--- config.mk ---
export PLATFORM = sky130hd
export DESIGN_NAME = flash_cmd_decoder
export DESIGN_NICKNAME = d
export VERILOG_FILES = /design/src/rtl/fcd_pkg.sv /design/src/rtl/fcd_erase_win.sv /design/src/rtl/fcd_ident.sv /design/src/rtl/fcd_seq.sv /design/src/rtl/flash_cmd_decoder.sv
export SDC_FILE = /design/constraint.sdc
export NUM_CORES = 1
export LEC_CHECK = 0
export ABC_AREA = 1
export BUFFER_PORTS_ARGS = -buffer_cell sky130_fd_sc_hd__buf_2
export CAP_MARGIN = 10
export CORE_MARGIN = 2
export CORE_UTILIZATION = 50
export DETAILED_ROUTE_END_ITERATION = 8
export GPL_ROUTABILITY_DRIVEN = 0
export PLACE_DENSITY = 0.79
export SKIP_LAST_GASP = 1
export SYNTH_ARGS = -nofsm -noshare
export SYNTH_HDL_FRONTEND = slang
export SYNTH_SLANG_ARGS = --single-unit
export TNS_END_PERCENT = 10
--- constraint.sdc ---
create_clock -name clk -period 2.3 [get_ports clk]
set_clock_uncertainty 0.15 [all_clocks]
set_input_delay 0.46 -clock clk [delete_from_list [all_inputs] [get_ports clk]]
set_output_delay 0.46 -clock clk [all_outputs]
set_load 0.01 [all_outputs]
--- src/rtl/fcd_pkg.sv ---
package fcd_pkg;
  typedef enum logic [2:0] {
    M_READ    = 3'd0,
    M_IDENT   = 3'd1,
    M_PROG    = 3'd2,
    M_EWIN    = 3'd3,
    M_ERUN    = 3'd4,
    M_SUSP    = 3'd5,
    M_SPROG   = 3'd6
  } mode_t;

  typedef enum logic [2:0] {
    S_IDLE, S_UNL1, S_CMD, S_PARG, S_EUNL1, S_EUNL2, S_ECMD
  } step_t;

  localparam logic [14:0] CODED_A = 15'h5555;
  localparam logic [14:0] CODED_B = 15'h2AAA;
  localparam logic [7:0]  D_UNL1  = 8'hAA;
  localparam logic [7:0]  D_UNL2  = 8'h55;
  localparam logic [7:0]  D_RESET = 8'hF0;
  localparam logic [7:0]  D_IDENT = 8'h90;
  localparam logic [7:0]  D_PROG  = 8'hA0;
  localparam logic [7:0]  D_ESET  = 8'h80;
  localparam logic [7:0]  D_CHIP  = 8'h10;
  localparam logic [7:0]  D_BLK   = 8'h30;
  localparam logic [7:0]  D_SUSP  = 8'hB0;
endpackage

--- src/rtl/fcd_erase_win.sv ---
module fcd_erase_win
  import fcd_pkg::*;
#(
  parameter int NBLK    = 16,
  parameter int TIMEOUT = 1000,
  localparam int BW     = $clog2(NBLK),
  localparam int TW     = $clog2(TIMEOUT + 1)
) (
  input  logic            clk,
  input  logic            rst_n,
  input  logic            in_window,
  input  logic            set_blk_v,
  input  logic [BW-1:0]   set_blk_idx,
  input  logic            set_all,
  input  logic            clr,
  input  logic            tmr_load,
  output logic            expire,
  output logic [NBLK-1:0] erase_set
);
  localparam logic [TW-1:0] TMR_FULL = TW'(TIMEOUT);
  localparam logic [TW-1:0] TMR_ONE  = TW'(1);

  logic [TW-1:0] tmr_q;

  always_ff @(posedge clk) begin
    if (!rst_n)          erase_set <= '0;
    else if (clr)        erase_set <= '0;
    else if (set_all)    erase_set <= '1;
    else if (set_blk_v)  erase_set[set_blk_idx] <= 1'b1;
  end

  always_ff @(posedge clk) begin
    if (!rst_n)                          tmr_q <= '0;
    else if (tmr_load)                   tmr_q <= TMR_FULL;
    else if (in_window && tmr_q != '0)   tmr_q <= tmr_q - TMR_ONE;
  end

  assign expire = in_window && !tmr_load && (tmr_q == TMR_ONE);

  assert_window_timer_live_R7: assert property (@(posedge clk) disable iff (!rst_n)
    in_window |-> (tmr_q != '0));
  assert_window_has_block_R7: assert property (@(posedge clk) disable iff (!rst_n)
    in_window |-> (erase_set != '0));
endmodule

--- src/rtl/fcd_ident.sv ---
module fcd_ident #(
  parameter int AW             = 20,
  parameter int BLK_SHIFT      = 16,
  parameter logic [7:0] MFR_CODE = 8'h20,
  parameter logic [7:0] DEV_CODE = 8'hD2,
  localparam int NBLK          = 1 << (AW - BLK_SHIFT)
) (
  input  logic            ident_active,
  input  logic [AW-1:0]   rd_addr,
  input  logic [NBLK-1:0] prot_map,
  output logic [7:0]      rd_data
);
  logic unused_rd_mid;
  assign unused_rd_mid = ^rd_addr[BLK_SHIFT-1:2];

  always_comb begin
    rd_data = 8'h00;
    if (ident_active) begin
      unique case (rd_addr[1:0])
        2'b00:   rd_data = MFR_CODE;
        2'b01:   rd_data = DEV_CODE;
        2'b10:   rd_data = {7'b0, prot_map[rd_addr[AW-1:BLK_SHIFT]]};
        default: rd_data = 8'h00;
      endcase
    end
  end
endmodule

--- src/rtl/fcd_seq.sv ---
module fcd_seq
  import fcd_pkg::*;
#(
  parameter int AW        = 20,
  parameter int BLK_SHIFT = 16,
  localparam int BW       = AW - BLK_SHIFT,
  localparam int NBLK     = 1 << BW
) (
  input  logic            clk,
  input  logic            rst_n,
  input  logic            wr_fire,
  input  logic [AW-1:0]   wr_addr,
  input  logic [7:0]      wr_data,
  input  logic            eng_done,
  input  logic            expire,
  input  logic [NBLK-1:0] erase_set,
  output mode_t           mode_q,
  output logic            prog_req,
  output logic [AW-1:0]   prog_addr,
  output logic [7:0]      prog_data,
  output logic            chip_req,
  output logic            start_req,
  output logic            susp_req,
  output logic            res_req,
  output logic            set_blk_v,
  output logic [BW-1:0]   set_blk_idx,
  output logic            set_all,
  output logic            clr,
  output logic            tmr_load
);
  step_t step_q, ns;
  mode_t nm, home;
  logic  a_prog, a_chip, a_start, a_susp, a_res;
  logic  hit_a, hit_b, susp;

  assign hit_a       = (wr_addr[14:0] == CODED_A);
  assign hit_b       = (wr_addr[14:0] == CODED_B);
  assign set_blk_idx = wr_addr[AW-1:BLK_SHIFT];
  assign susp        = (mode_q == M_SUSP);
  assign home        = susp ? M_SUSP : M_READ;

  always_comb begin
    nm = mode_q; ns = step_q;
    a_prog = 1'b0; a_chip = 1'b0; a_start = 1'b0; a_susp = 1'b0; a_res = 1'b0;
    set_blk_v = 1'b0; set_all = 1'b0; clr = 1'b0; tmr_load = 1'b0;
    unique case (mode_q)
      M_PROG:  if (eng_done) nm = M_READ;
      M_SPROG: if (eng_done) nm = M_SUSP;
      M_ERUN: begin
        if (eng_done) begin
          nm = M_READ; clr = 1'b1;
        end else if (wr_fire && wr_data == D_SUSP) begin
          nm = M_SUSP; a_susp = 1'b1; ns = S_IDLE;
        end
      end
      M_EWIN: begin
        if (wr_fire) begin
          if (wr_data == D_BLK) begin
            set_blk_v = 1'b1; tmr_load = 1'b1;
          end else begin
            nm = M_READ; clr = 1'b1;
          end
        end else if (expire) begin
          nm = M_ERUN; a_start = 1'b1;
        end
      end
      default: begin
        if (wr_fire) begin
          ns = S_IDLE;
          unique case (step_q)
            S_IDLE: begin
              if (hit_a && wr_data == D_UNL1)      ns = S_UNL1;
              else if (susp && wr_data == D_BLK) begin
                nm = M_ERUN; a_res = 1'b1;
              end else                              nm = home;
            end
            S_UNL1: begin
              if (hit_b && wr_data == D_UNL2) ns = S_CMD;
              else                            nm = home;
            end
            S_CMD: begin
              if (!hit_a) nm = home;
              else begin
                unique case (wr_data)
                  D_IDENT: nm = susp ? M_SUSP : M_IDENT;
                  D_PROG:  ns = S_PARG;
                  D_ESET:  if (!susp) ns = S_EUNL1; else nm = home;
                  default: nm = home;
                endcase
              end
            end
            S_PARG: begin
              if (susp && erase_set[set_blk_idx]) nm = M_SUSP;
              else begin
                a_prog = 1'b1;
                nm = susp ? M_SPROG : M_PROG;
              end
            end
            S_EUNL1: begin
              if (hit_a && wr_data == D_UNL1) ns = S_EUNL2;
              else                            nm = home;
            end
            S_EUNL2: begin
              if (hit_b && wr_data == D_UNL2) ns = S_ECMD;
              else                            nm = home;
            end
            default: begin
              if (hit_a && wr_data == D_CHIP) begin
                a_chip = 1'b1; set_all = 1'b1; nm = M_ERUN;
              end else if (wr_data == D_BLK) begin
                set_blk_v = 1'b1; tmr_load = 1'b1; nm = M_EWIN;
              end else nm = home;
            end
          endcase
        end
      end
    endcase
  end

  always_ff @(posedge clk) begin
    if (!rst_n) begin
      mode_q <= M_READ; step_q <= S_IDLE;
      prog_req <= 1'b0; chip_req <= 1'b0; start_req <= 1'b0;
      susp_req <= 1'b0; res_req <= 1'b0;
      prog_addr <= '0; prog_data <= '0;
    end else begin
      mode_q <= nm; step_q <= ns;
      prog_req <= a_prog; chip_req <= a_chip; start_req <= a_start;
      susp_req <= a_susp; res_req <= a_res;
      if (a_prog) begin
        prog_addr <= wr_addr; prog_data <= wr_data;
      end
    end
  end

  assert_single_request_R5: assert property (@(posedge clk) disable iff (!rst_n)
    $onehot0({prog_req, chip_req, start_req, susp_req, res_req}));
  assert_prog_outside_erase_R10: assert property (@(posedge clk) disable iff (!rst_n)
    prog_req |-> !erase_set[prog_addr[AW-1:BLK_SHIFT]]);
  assert_chip_sets_all_R6: assert property (@(posedge clk) disable iff (!rst_n)
    chip_req |-> (&erase_set && mode_q == M_ERUN));
  assert_start_runs_R7: assert property (@(posedge clk) disable iff (!rst_n)
    start_req |-> (erase_set != '0 && mode_q == M_ERUN));
  assert_suspend_mode_R9: assert property (@(posedge clk) disable iff (!rst_n)
    susp_req |-> (mode_q == M_SUSP && erase_set != '0));
  assert_resume_mode_R9: assert property (@(posedge clk) disable iff (!rst_n)
    res_req |-> mode_q == M_ERUN);
endmodule

--- src/rtl/flash_cmd_decoder.sv ---
module flash_cmd_decoder
  import fcd_pkg::*;
#(
  parameter int AW               = 20,
  parameter int BLK_SHIFT        = 16,
  parameter int ERASE_TIMEOUT    = 1000,
  parameter logic [7:0] MFR_CODE = 8'h20,
  parameter logic [7:0] DEV_CODE = 8'hD2
) (
  input  logic                               clk,
  input  logic                               rst_n,
  input  logic                               wr_valid,
  output logic                               wr_ready,
  input  logic [AW-1:0]                      wr_addr,
  input  logic [7:0]                         wr_data,
  input  logic                               eng_done,
  input  logic [(1<<(AW-BLK_SHIFT))-1:0]     prot_map,
  input  logic [AW-1:0]                      rd_addr,
  output logic [7:0]                         rd_data,
  output logic [2:0]                         mode,
  output logic                               erase_win_open,
  output logic [(1<<(AW-BLK_SHIFT))-1:0]     erase_set,
  output logic                               prog_req,
  output logic [AW-1:0]                      prog_addr,
  output logic [7:0]                         prog_data,
  output logic                               chip_erase_req,
  output logic                               blk_erase_start,
  output logic                               suspend_req,
  output logic                               resume_req
);
  localparam int BW   = AW - BLK_SHIFT;
  localparam int NBLK = 1 << BW;

  mode_t          mode_q;
  logic           ready_q, wr_fire, expire;
  logic           set_blk_v, set_all, clr, tmr_load;
  logic [BW-1:0]  set_blk_idx;

  always_ff @(posedge clk) begin
    if (!rst_n) ready_q <= 1'b0;
    else        ready_q <= 1'b1;
  end

  assign wr_ready       = ready_q;
  assign wr_fire        = wr_valid && ready_q;
  assign mode           = mode_q;
  assign erase_win_open = (mode_q == M_EWIN);

  fcd_seq #(.AW(AW), .BLK_SHIFT(BLK_SHIFT)) u_seq (
    .clk(clk), .rst_n(rst_n), .wr_fire(wr_fire), .wr_addr(wr_addr),
    .wr_data(wr_data), .eng_done(eng_done), .expire(expire),
    .erase_set(erase_set), .mode_q(mode_q), .prog_req(prog_req),
    .prog_addr(prog_addr), .prog_data(prog_data), .chip_req(chip_erase_req),
    .start_req(blk_erase_start), .susp_req(suspend_req), .res_req(resume_req),
    .set_blk_v(set_blk_v), .set_blk_idx(set_blk_idx), .set_all(set_all),
    .clr(clr), .tmr_load(tmr_load)
  );

  fcd_erase_win #(.NBLK(NBLK), .TIMEOUT(ERASE_TIMEOUT)) u_win (
    .clk(clk), .rst_n(rst_n), .in_window(erase_win_open),
    .set_blk_v(set_blk_v), .set_blk_idx(set_blk_idx), .set_all(set_all),
    .clr(clr), .tmr_load(tmr_load), .expire(expire), .erase_set(erase_set)
  );

  fcd_ident #(.AW(AW), .BLK_SHIFT(BLK_SHIFT), .MFR_CODE(MFR_CODE),
              .DEV_CODE(DEV_CODE)) u_ident (
    .ident_active(mode_q == M_IDENT), .rd_addr(rd_addr),
    .prot_map(prot_map), .rd_data(rd_data)
  );

  assert_busy_ignores_writes_R5: assert property (@(posedge clk) disable iff (!rst_n)
    (mode_q == M_PROG && !eng_done) |=> (mode_q == M_PROG && $stable(erase_set)));
  assert_ready_after_reset_R1: assert property (@(posedge clk) disable iff (!rst_n)
    $past(rst_n) |-> wr_ready);
endmodule

Word-level counts from Yosys, hierarchy flattened. Index checks and enable logic that the tools add are counted.

Register bits after elaboration: 66. Bits of input ports: 68. Output and inout bits: 62. Word-level logic and storage cells: 160.

Add/sub/neg operators: 1. $lt $le $gt $ge: 3. Equality and inequality tests: 36. Mux-type cells: 69. Bitwise gates (word level): 7. Reductions and logical operators: 31.

Operators by type and width (count): $mux 3 (27); $eq 8x8->1 const B (5); $mux 16 (2); $pmux 3 s5 (2); $mux 1 (24); $pmux 8 s3 (1); $mux 10 (2); $ne 6x5->1 const B (3); $or 16x16->16 (1); $eq 15x14->1 const B (1); $eq 15x15->1 const B (1); $eq 3x3->1 const B (5); $eq 3x2->1 const B (4); $pmux 3 s2 (2); $pmux 3 s4 (1); $reduce_or 3->1 (4); $logic_and 1x1->1 (11); $reduce_and 11->1 (1); $eq 10x1->1 const B (1); $lt 4x5->1 const B (2); $reduce_bool 10->1 (1); $sub 10x1->10 const B (1); $pmux 3 s3 (1); $bmux 1 s4 (2); other kinds (28) (42).

Depth between registers and ports, before layout. Gate-level depths: netlist of run 1.

Depth in word-level cells: 12. Gate-level depth with buffers: 15. Depth with buffers taken out: 14.

Cells and area by module. Synthesis of run 1 repeated with hierarchy kept, for this count alone.

Cell total of the unflattened synthesis: 657. Area total of the unflattened synthesis: 4165.2 um^2.

By module, submodules not included: fcd_seq (times used 1, cells each 416, area each 2597.5 um^2, seq. area each 780.7 um^2); fcd_erase_win (times used 1, cells each 174, area each 1237.4 um^2, seq. area each 520.5 um^2); fcd_ident (times used 1, cells each 59, area each 284.0 um^2, seq. area each 0.0 um^2); flash_cmd_decoder (times used 1, cells each 8, area each 46.3 um^2, seq. area each 20.0 um^2).

Worst setup path before layout of run 1. No wires, ideal clock.

Path type: input-to-output. Start point: in rd_addr[16]. End point: out rd_data[0]. Data arrival time: 1340 ps. Required time: 1690 ps. Slack: 350 ps. Cell stages on the path: 8. Buffers on the path: 1. Cells stage by stage: clkbuf_1 -> a21oi_1 -> o21ai_0 -> nand3_1 -> o21ai_0 -> mux2i_1 -> nand3_1 -> nor2_1.

Longest elaborated chain between the ends: 4.

Ends and longest elaborated chain: from (decl) (line flash_cmd_decoder.sv:18) `input logic [AW-1:0] rd_addr,`; $bmux 1 s4 (line fcd_ident.sv:22) `2'b10: rd_data = {7'b0, prot_map[rd_addr[AW-1:BLK_SHIFT]]};`; $mux 1 (implied by the code) (line fcd_ident.sv:22); $pmux 8 s3 (line fcd_ident.sv:19) `unique case (rd_addr[1:0])`; $mux 8 (line fcd_ident.sv:18) `if (ident_active) begin`; to (decl) (line flash_cmd_decoder.sv:19) `output logic [7:0] rd_data,`.

No other way between the ends. The select of a mux whose other input is x is not followed.

Worst setup path in the final report of run 1. Same ends and word-level chain as after synthesis.

==> results of run 1 <==
==> repair_timing <==
action	CTS	global route
gates resized for setup	0	1
hold endpoints to repair	0	0
endpoints found under the setup margin	0	1
==> worst register-to-register path, delay by kind of cell, from the launching register on <==
kind / cells / cell delay (ns)
AOI/OAI and AO/OA: 2 / 0.27
buffers and inverters: 2 / 0.21
DFF: 1 / 0.48
and+or+nand+nor: 5 / 0.82
==> cell families (layout without fill, tap and decap cells) <==
kind of cell / after synthesis / after routing
AO/OA/AOI/OAI: 83 / 83
adder cells (fa/ha/maj): 3 / 3
buffers and inverters: 118 / 234
flip-flops: 66 / 66
multiplexers: 3 / 3
other: 1 / 2
AND/OR/NAND/NOR: 352 / 352
==> through the flow <==
| step | cells | instance area, um^2 | total power (uW) |
|---|---|---|---|
| 6_report | 845 | 4798 | 3013 |
| 5_1_grt | 845 | 4798 | 3154 |
| 4_1_cts | 845 | 4796 | 3015 |
| 3_5_place_dp | 829 | 4569 | 1911 |
| 3_3_place_gp | 829 | 4569 | 1894 |
| 2_1_floorplan | 627 | 3960 | 1702 |
==> placed cells by master, fill, tap and decap left out, drive strengths merged, types with 3 or more instances in the layout <==
master / n
inv: 98
nor2: 63
a21oi: 45
a31oi: 17
nand2: 213
o21ai: 15
o211ai: 4
clkinv: 3
dfxtp: 66
buf: 118
ha: 3
nor4: 4
nor3: 17
nand4: 16
clkbuf: 11
nand3: 36
mux2i: 3
==> metal layers <==
metal / vias up / share of wire
met5: - / 0
met4: 0 / 0.016
met3: 20 / 0.062
met2: 162 / 0.50
met1: 1967 / 0.42
li1: 2206 / -
==> report_power, final <==
group	internal [uW]	total [uW]	switching, uW
Sequential	1170	1220	46.1
Combinational	223	680	456
Clock	641	1120	476
Total	2030	3010	979
==> worst paths after layout <==
| check | start | end | cells after the start |
|---|---|---|---|
| hold / removal | eng_done | u_seq.susp_req | 2 |
| setup / recovery | rd_addr[16] | rd_data[0] | 9 |
| hold reg to reg | u_seq.prog_addr[6] | u_seq.prog_addr[6] | 2 |
| setup reg to reg | u_seq.mode_q[1] | u_win.tmr_q[8] | 9 |
==> cell type report <==
class | instances | area [um^2] | area share
Clock inverter | 6 | 88.84 | 0.01851
Multi-Input combinational cell | 443 | 2123 | 0.4425
Tap cell | 102 | 127.6 | 0.02660
Inverter | 99 | 374.1 | 0.07797
Sequential cell | 66 | 1321 | 0.2754
Timing Repair Buffer | 119 | 625.6 | 0.1304
Clock buffer | 10 | 137.6 | 0.02868
==> flip-flops by register name, summed over array words and instances, names as in the netlist <==
signal / cells
u_seq.chip_req: 1
u_seq.mode_q: 3
u_seq.prog_addr: 20
u_seq.prog_data: 8
u_seq.prog_req: 1
u_seq.res_req: 1
u_seq.start_req: 1
u_seq.step_q: 3
u_seq.susp_req: 1
u_win.erase_set: 16
u_win.tmr_q: 10
wr_ready: 1
==> results.md, run 1 <==
- The starting density of the core is 0.5146.
- The synthesized design contains 0 enable-type register cells.
- The per-cell via count in the routed design is 5.154.
- Data on the critical path arrives at its endpoint at 1.53 ns.
- The register-to-register setup slack is 0.29 ns.
- The total routing resource utilization after global routing is 0.2455.
- The number of antenna violations at the first check in global routing is 0.
- Clock-pin slew was measured on the worst setup and hold paths at 0.07 ns.
- IR analysis of the VDD net gives a maximum drop of 0.3261 mV.
- Measured against the total synthesized area, the mux share comes to 0.007590.
- The layer with the highest usage is met2.
- The detailed router's first-iteration violation count is 274.
- The horizontal die dimension is between 90 and 100 um.
- The repair_antennas step left the layout with diodes totalling 0.
- In the synthesized netlist the dominant register cell turns out to be dfxtp_1.
- The adder-cell share of the synthesized area is 0.009488.
- Of the post-synthesis cell area, the dominant cell type holds 0.3340.
- By instance count, the leading cell after synthesis is nand2_1.
- CTS placed an instance of clkbuf_8 at the clock tree root.
- TritonCTS built the clock tree.
- The total via count after detailed routing is around 4400.
- The least setup slack across all paths after layout is between 0.15 and 0.2 ns.
- The net count reported at finish is 809.
- Setup repair after global routing left no endpoint under its margin.
- The count of final max-slew check failures came to 0.
- The category of the worst setup path capture point is a primary output.
- Once detail routing completed, the nets flagged for antenna violations numbered 0.
- After floorplanning, the core was divided into 32 placement rows.
- In the global route stage, met3 resource usage came out at 0.04312.
- The cell type group with the largest total delay on the critical path is compound AO/OA/AOI/OAI gates.
- Of the total synthesized cell area, the portion taken by AND, OR, NAND and NOR gates is 0.3931.
- Counting I/O delays and the setup requirement, the final critical path takes 2.142 ns.
- The tool flagged a number of max-cap violations equal to 0.
- The clock latency at the later pin of the worst-skew pair is 0.35 ns.
- Entering global routing, the biggest net connects 30 pins.
- The clock net in this run drives a total of 66 sinks.
- The cell with the biggest individual delay on the critical path is clkbuf_4.
- The filler cells instantiated in the layout total 737.
- The die covers 0.008640 mm^2.
- The number of buffers inserted for hold repair after clock tree synthesis is 0.
- Each instance of the synthesized netlist takes up on average roughly 6.3 um^2.
- The synthesized instance count is 626.
- The largest fanout on the critical path is 14.
- Walking the worst path, the cells encountered are clkbuf_4 -> a21oi_1 -> o21ai_0 -> nand3_1 -> o21ai_0 -> mux2i_1 -> nand3_1 -> nor2_1 -> buf_2.
- The count of port buffers added during placement is 113.
- Summed over all instances, the cell type with the most area after synthesis is dfxtp_1.
- The summed instance area of the synthesized netlist is between 0.003 and 0.004 mm^2.
- The post-detailed-route wirelength per cell is 12.33 um.
- For this run, the top clock speed supported by timing is ~470 MHz.
- The complex-gate fraction of the synthesized area is 0.1246.
- After synthesis, the netlist uses 39 different library cells.
- The run finished with clean final reports.
- The xor and xnor fraction of the mapped netlist area is 0.
- During synthesis, Yosys emitted a total of 0 warnings.
- On the worst path, the slowest cell contributes a delay of 0.18 ns.
- In this run the count of I/O pins placed on the die edge is 130.
- The sequential fraction of the synthesis area is 0.3340.
- For the worst setup path, the data required time is ~1.7 ns.
- In the synthesized netlist the async set-or-reset flop fraction comes to 0.
- The analysis attributes to cell leakage a power of roughly 0.0024 uW.
- The number of global-route vias before repair is 4004.
- The met2 track demand over resource is 0.4396.
- In the final layout, the share of cells above drive strength 1 is 0.2382.
- The number of storage elements in the synthesis netlist is 66.
- The number of buffers and inverters on the critical path is 2.
- TritonCTS created 9 clock buffers.
- The post-route fraction of the period consumed by the critical path is 0.9313.
- In the post-synthesis netlist, the biggest area contributors are dfxtp_1 (33%), nand2_1 (19%), inv_1 (8.7%).
- The HPWL after detailed placement is roughly 7700 um.
- The final wirelength is 10420 um.
- The worst max-slew margin expressed relative to the limit is 0.6585.
- The wire length of the first global-routing pass is about 17000 um.
- The met1 usage in global routing is 0.2908.
- Setup violations remaining at the end of the flow were counted as 0.
- The area growth from synthesis to final layout is 21.28%.
- The residual DRC count is 0.
- After global routing the overflow that remains totals 0.
- The count of endpoints failing hold in the final timing report is 0.
- Measured on the finished design, the core utilization comes to 0.6242.
- The transition time at the pin with the least slew margin is 0.5084 ns.
- The H-tree depth is 3.
- The area of the core is 0.007687 mm^2.
- For this run, the detailed router's first-pass iteration total came to 4.
- Setup total negative slack on the finished layout was measured at 0 ns.
- After synthesis, the largest family of logic cells by area is simple AND/OR/NAND/NOR gates.
- The longest clock path from root to sink contains 2 buffers.
- In this run the post-CTS setup repair buffer count came out at 0.
- The floorplan step set the die height to 92.95 um.
- The worst slack after detailed placement is approximately 0.11 ns.
- The path type of the worst setup path is in2out.
- The power density over the cells is around 630 mW/mm^2.
- STA classifies the critical path startpoint as a primary input.
- The min-delay analysis places its worst path in the category in2reg.
- Counting instances in the post-synthesis netlist gives the leading cell types as nand2_1 (201), inv_1 (92), dfxtp_1 (66), nor2_1 (59), a21oi_1 (35).
- The post-route worst hold slack is 0.1762 ns.
Note: power is estimated with default switching activity, not from simulation.
==> inputs of run 2 (changes only) <==
--- a/config.mk
+++ b/config.mk
@@ -9,10 +9,11 @@
 export BUFFER_PORTS_ARGS = -buffer_cell sky130_fd_sc_hd__buf_2
 export CAP_MARGIN = 10
 export CORE_MARGIN = 2
-export CORE_UTILIZATION = 50
+export CORE_UTILIZATION = 25
 export DETAILED_ROUTE_END_ITERATION = 8
 export GPL_ROUTABILITY_DRIVEN = 0
-export PLACE_DENSITY = 0.79
+export MAX_ROUTING_LAYER = met4
+export PLACE_DENSITY = 0.45
 export SKIP_LAST_GASP = 1
 export SYNTH_ARGS = -nofsm -noshare
 export SYNTH_HDL_FRONTEND = slang
==> constraint.sdc (replaced) <==
create_clock -name clk -period 2.6 [get_ports clk]
set_clock_uncertainty 0.15 [all_clocks]
set_input_delay 0.52 -clock clk [delete_from_list [all_inputs] [get_ports clk]]
set_output_delay 0.52 -clock clk [all_outputs]
set_load 0.01 [all_outputs]
==> run 2 against run 1 <==
  * Sequential power down 12%
  * Global-route usage down 9.5 points
  * Die area grew 95%
==> results.md, run 2 (synthesized netlist as in run 1, its figures left out) <==
- The flow ran to the end, and the final reports show no timing, DRC or antenna violations.
- The path type of the worst setup path is in2out.
- For this design, the CTS-stage hold fixing added 0 buffers.
- Of all nets on the critical path, the largest fanout is 14.
- The floorplan has 45 rows.
- For this configuration, the core starts out at a cell density of 0.2583.
- The time the worst path needs with I/O delays and setup is between 2 and 2.5 ns.
- The largest register by flop count is u_seq.prog_addr.
- The required arrival time at the worst endpoint is 1.93 ns.
- The count of final max-slew check failures came to 0.
- The final layout contains about 810 nets.
- The net switching share of the total power is 0.3004.
- The critical path goes through buf_2 -> o21ai_0 -> a21oi_1 -> o21ai_0 -> mux2i_1 -> nand3_1 -> nor2_1 -> buf_2.
- The floorplan step set the die height to 129.8 um.
- Adding up every negative setup slack in the final design gives 0 ns.
- At the later pin of the worst-skew pair, clock insertion delay measures ~0.35 ns.
- The worst slack after detailed placement is 0.2236 ns.
- Setup repair after global routing left no endpoint under its margin.
- The die covers 0.01685 mm^2.
- The number of cells in the finished layout apart from fillers is about 950.
- In this run, CTS created clock tree buffers numbering 9.
- Of the total power, combinational logic draws 0.200.
- The number of endpoints failing setup at the final stage is 0.
- The area of the core is approximately 0.015 mm^2.
- The count of buffers added by post-CTS timing repair for setup is 0.
- The number of antenna diodes is 0.
- The post-route fraction of the period consumed by the critical path is 0.8827.
- The share of layout cells above drive strength 1 is 0.2362.
- The total buffers and inverters traversed by the critical path is 2.
- The count of endpoints failing hold in the final timing report is 0.
- The count of port buffers added during placement is between 100 and 150.
- Leaving out fill and tap cells, the most frequent cells in the layout are nand2_1 (201), buf_2 (113), inv_1 (92).
- The clock passes through at most 2 buffers.
- The H-tree depth is 3.
- Once detail routing completed, the nets flagged for antenna violations numbered 0.
- The detailed router's first-iteration violation count is 309.
- Of the total power, the clock network draws 0.450.
- Across every metal layer, demand over resource in global routing totals 0.1503.
- The number of flip-flops in the largest register is 20.
- 130 I/O pins were placed.
- Dividing the detail-routed via count by the number of cells gives 4.466.
- Based on the critical path, the design can be clocked at up to between 400 and 500 MHz.
- The final wirelength is 11950 um.
- Including well taps, the total number of placed cells is 936.
- For the worst setup path, the data arrival time is between 1.5 and 2 ns.
- The number of global-route vias before repair is 4198.
- The largest net degree at the start of global routing is 35.
- The design internal power is 2148 uW.
- Leaving out fill and tap cells, the most frequent cell in the layout is nand2_1.
- The leftover overflow at the end of global routing is 0.
- The largest registers in the layout are u_seq.prog_addr x20, u_win.erase_set x16, u_win.tmr_q x10.
- The number of fill cells is approximately 1700.
- The type of element launching the critical path is a primary input.
- The least setup slack across all paths after layout is between 0.3 and 0.4 ns.
- The area growth from synthesis to final layout is 27.13%.
- Clock tree synthesis selected as its root buffer the cell clkbuf_16.
- The cell with the biggest individual delay on the critical path is buf_2.
- Summed over all nets, the half-perimeter wirelength after detailed placement is 9166 um.
- In this run the power spent charging and discharging nets is 922.3 uW.
- The area taken by flip-flops and latches is 0.001321 mm^2.
- The fraction of power consumed by sequential logic is 0.350.
- The number of max-cap violations is 0.
- The first detailed-routing pass ran for 5 iterations.
- Clock-pin slew was measured on the worst setup and hold paths at around 0.060 ns.
- The cell type group with the largest total delay on the critical path is compound AO/OA/AOI/OAI gates.
- The number of antenna violations at the first check in global routing is 0.
- For this design the ratio of total power to cell area is ~610 mW/mm^2.
- Counting every sink on the clock net gives 66.
- After detailed routing, the number of remaining DRC violations is 0.
- The detailed router placed 4252 vias in this run.
- The worst min-delay path class is in2reg.
- The wire length of the first global-routing pass is 19710 um.
- The CTS tree is done.
- The multi-input combinational cells in the finished layout cover a total of 0.002123 mm^2.
- The category of the worst setup path capture point is a primary output.
- Across the VDD grid, the largest voltage drop is roughly 0.33 mV.
- In the final routed layout, each cell accounts on average for 12.55 um.
- In this run the static leakage power is 0.002447 uW.
- The horizontal die dimension is 129.8 um.
- The largest incremental delay on the critical path is 0.23 ns.
- Power comes to 3071 uW.
- The post-cts sizing count is 0.
==> run 2: cell types whose count changed in the layout (fill, tap and decap cells not counted) <==
cell,before,now
clkbuf_8,10,3
clkinvlp_4,2,1
clkbuf_4,1,0
buf_4,5,3
clkbuf_16,0,9
inv_6,1,0
buf_2,112,113
==> run 2: path summary, 6_finish.rpt <==
kind	from	to	slack, ns	cells after the start
worst min register to register	u_seq.prog_addr[5]	u_seq.prog_addr[5]	0.31	2
worst min-delay path	eng_done	u_seq.susp_req	0.25	2
worst max register to register	u_seq.mode_q[1]	u_win.tmr_q[6]	0.51	9
worst max-delay path	rd_addr[16]	rd_data[0]	0.31	8
==> run 2: power by group through the flow <==
stage	registers [uW]	logic [uW]	clock network, uW
CTS	1070	616	1420
detailed placement	1100	615	0
floorplan	1100	402	0
global placement	1100	613	0
finish	1070	614	1380
global route	1080	693	1450
==> run 2: cell type report <==
type                            count  share of cell area
Clock buffer                       12             0.05299
Inverter                           99             0.07438
Sequential cell                    66              0.2627
Multi-Input combinational cell    443              0.4221
Timing Repair Buffer              117              0.1209
Tap cell                          211             0.05249
Clock inverter                      4             0.01443
==> run 2: layer usage <==
metal  wire [um]  up-vias  track usage
li1            -     2212            -
met1        5328     1924       0.1742
met2        5787       93       0.2504
met3         526       23      0.03403
met4         309        0      0.06388
met5           0        -            -
==> run 2: stage by stage <==
step / hold slack (ns) / util / area, um^2
floorplan: 0.2994 / - / 3960
global placement: 0.2986 / 0.3063 / 4691
detailed placement: 0.3061 / 0.3063 / 4691
CTS: 0.2367 / 0.3284 / 5030
global route: 0.2659 / 0.3284 / 5030
finish: 0.2460 / 0.3284 / 5030
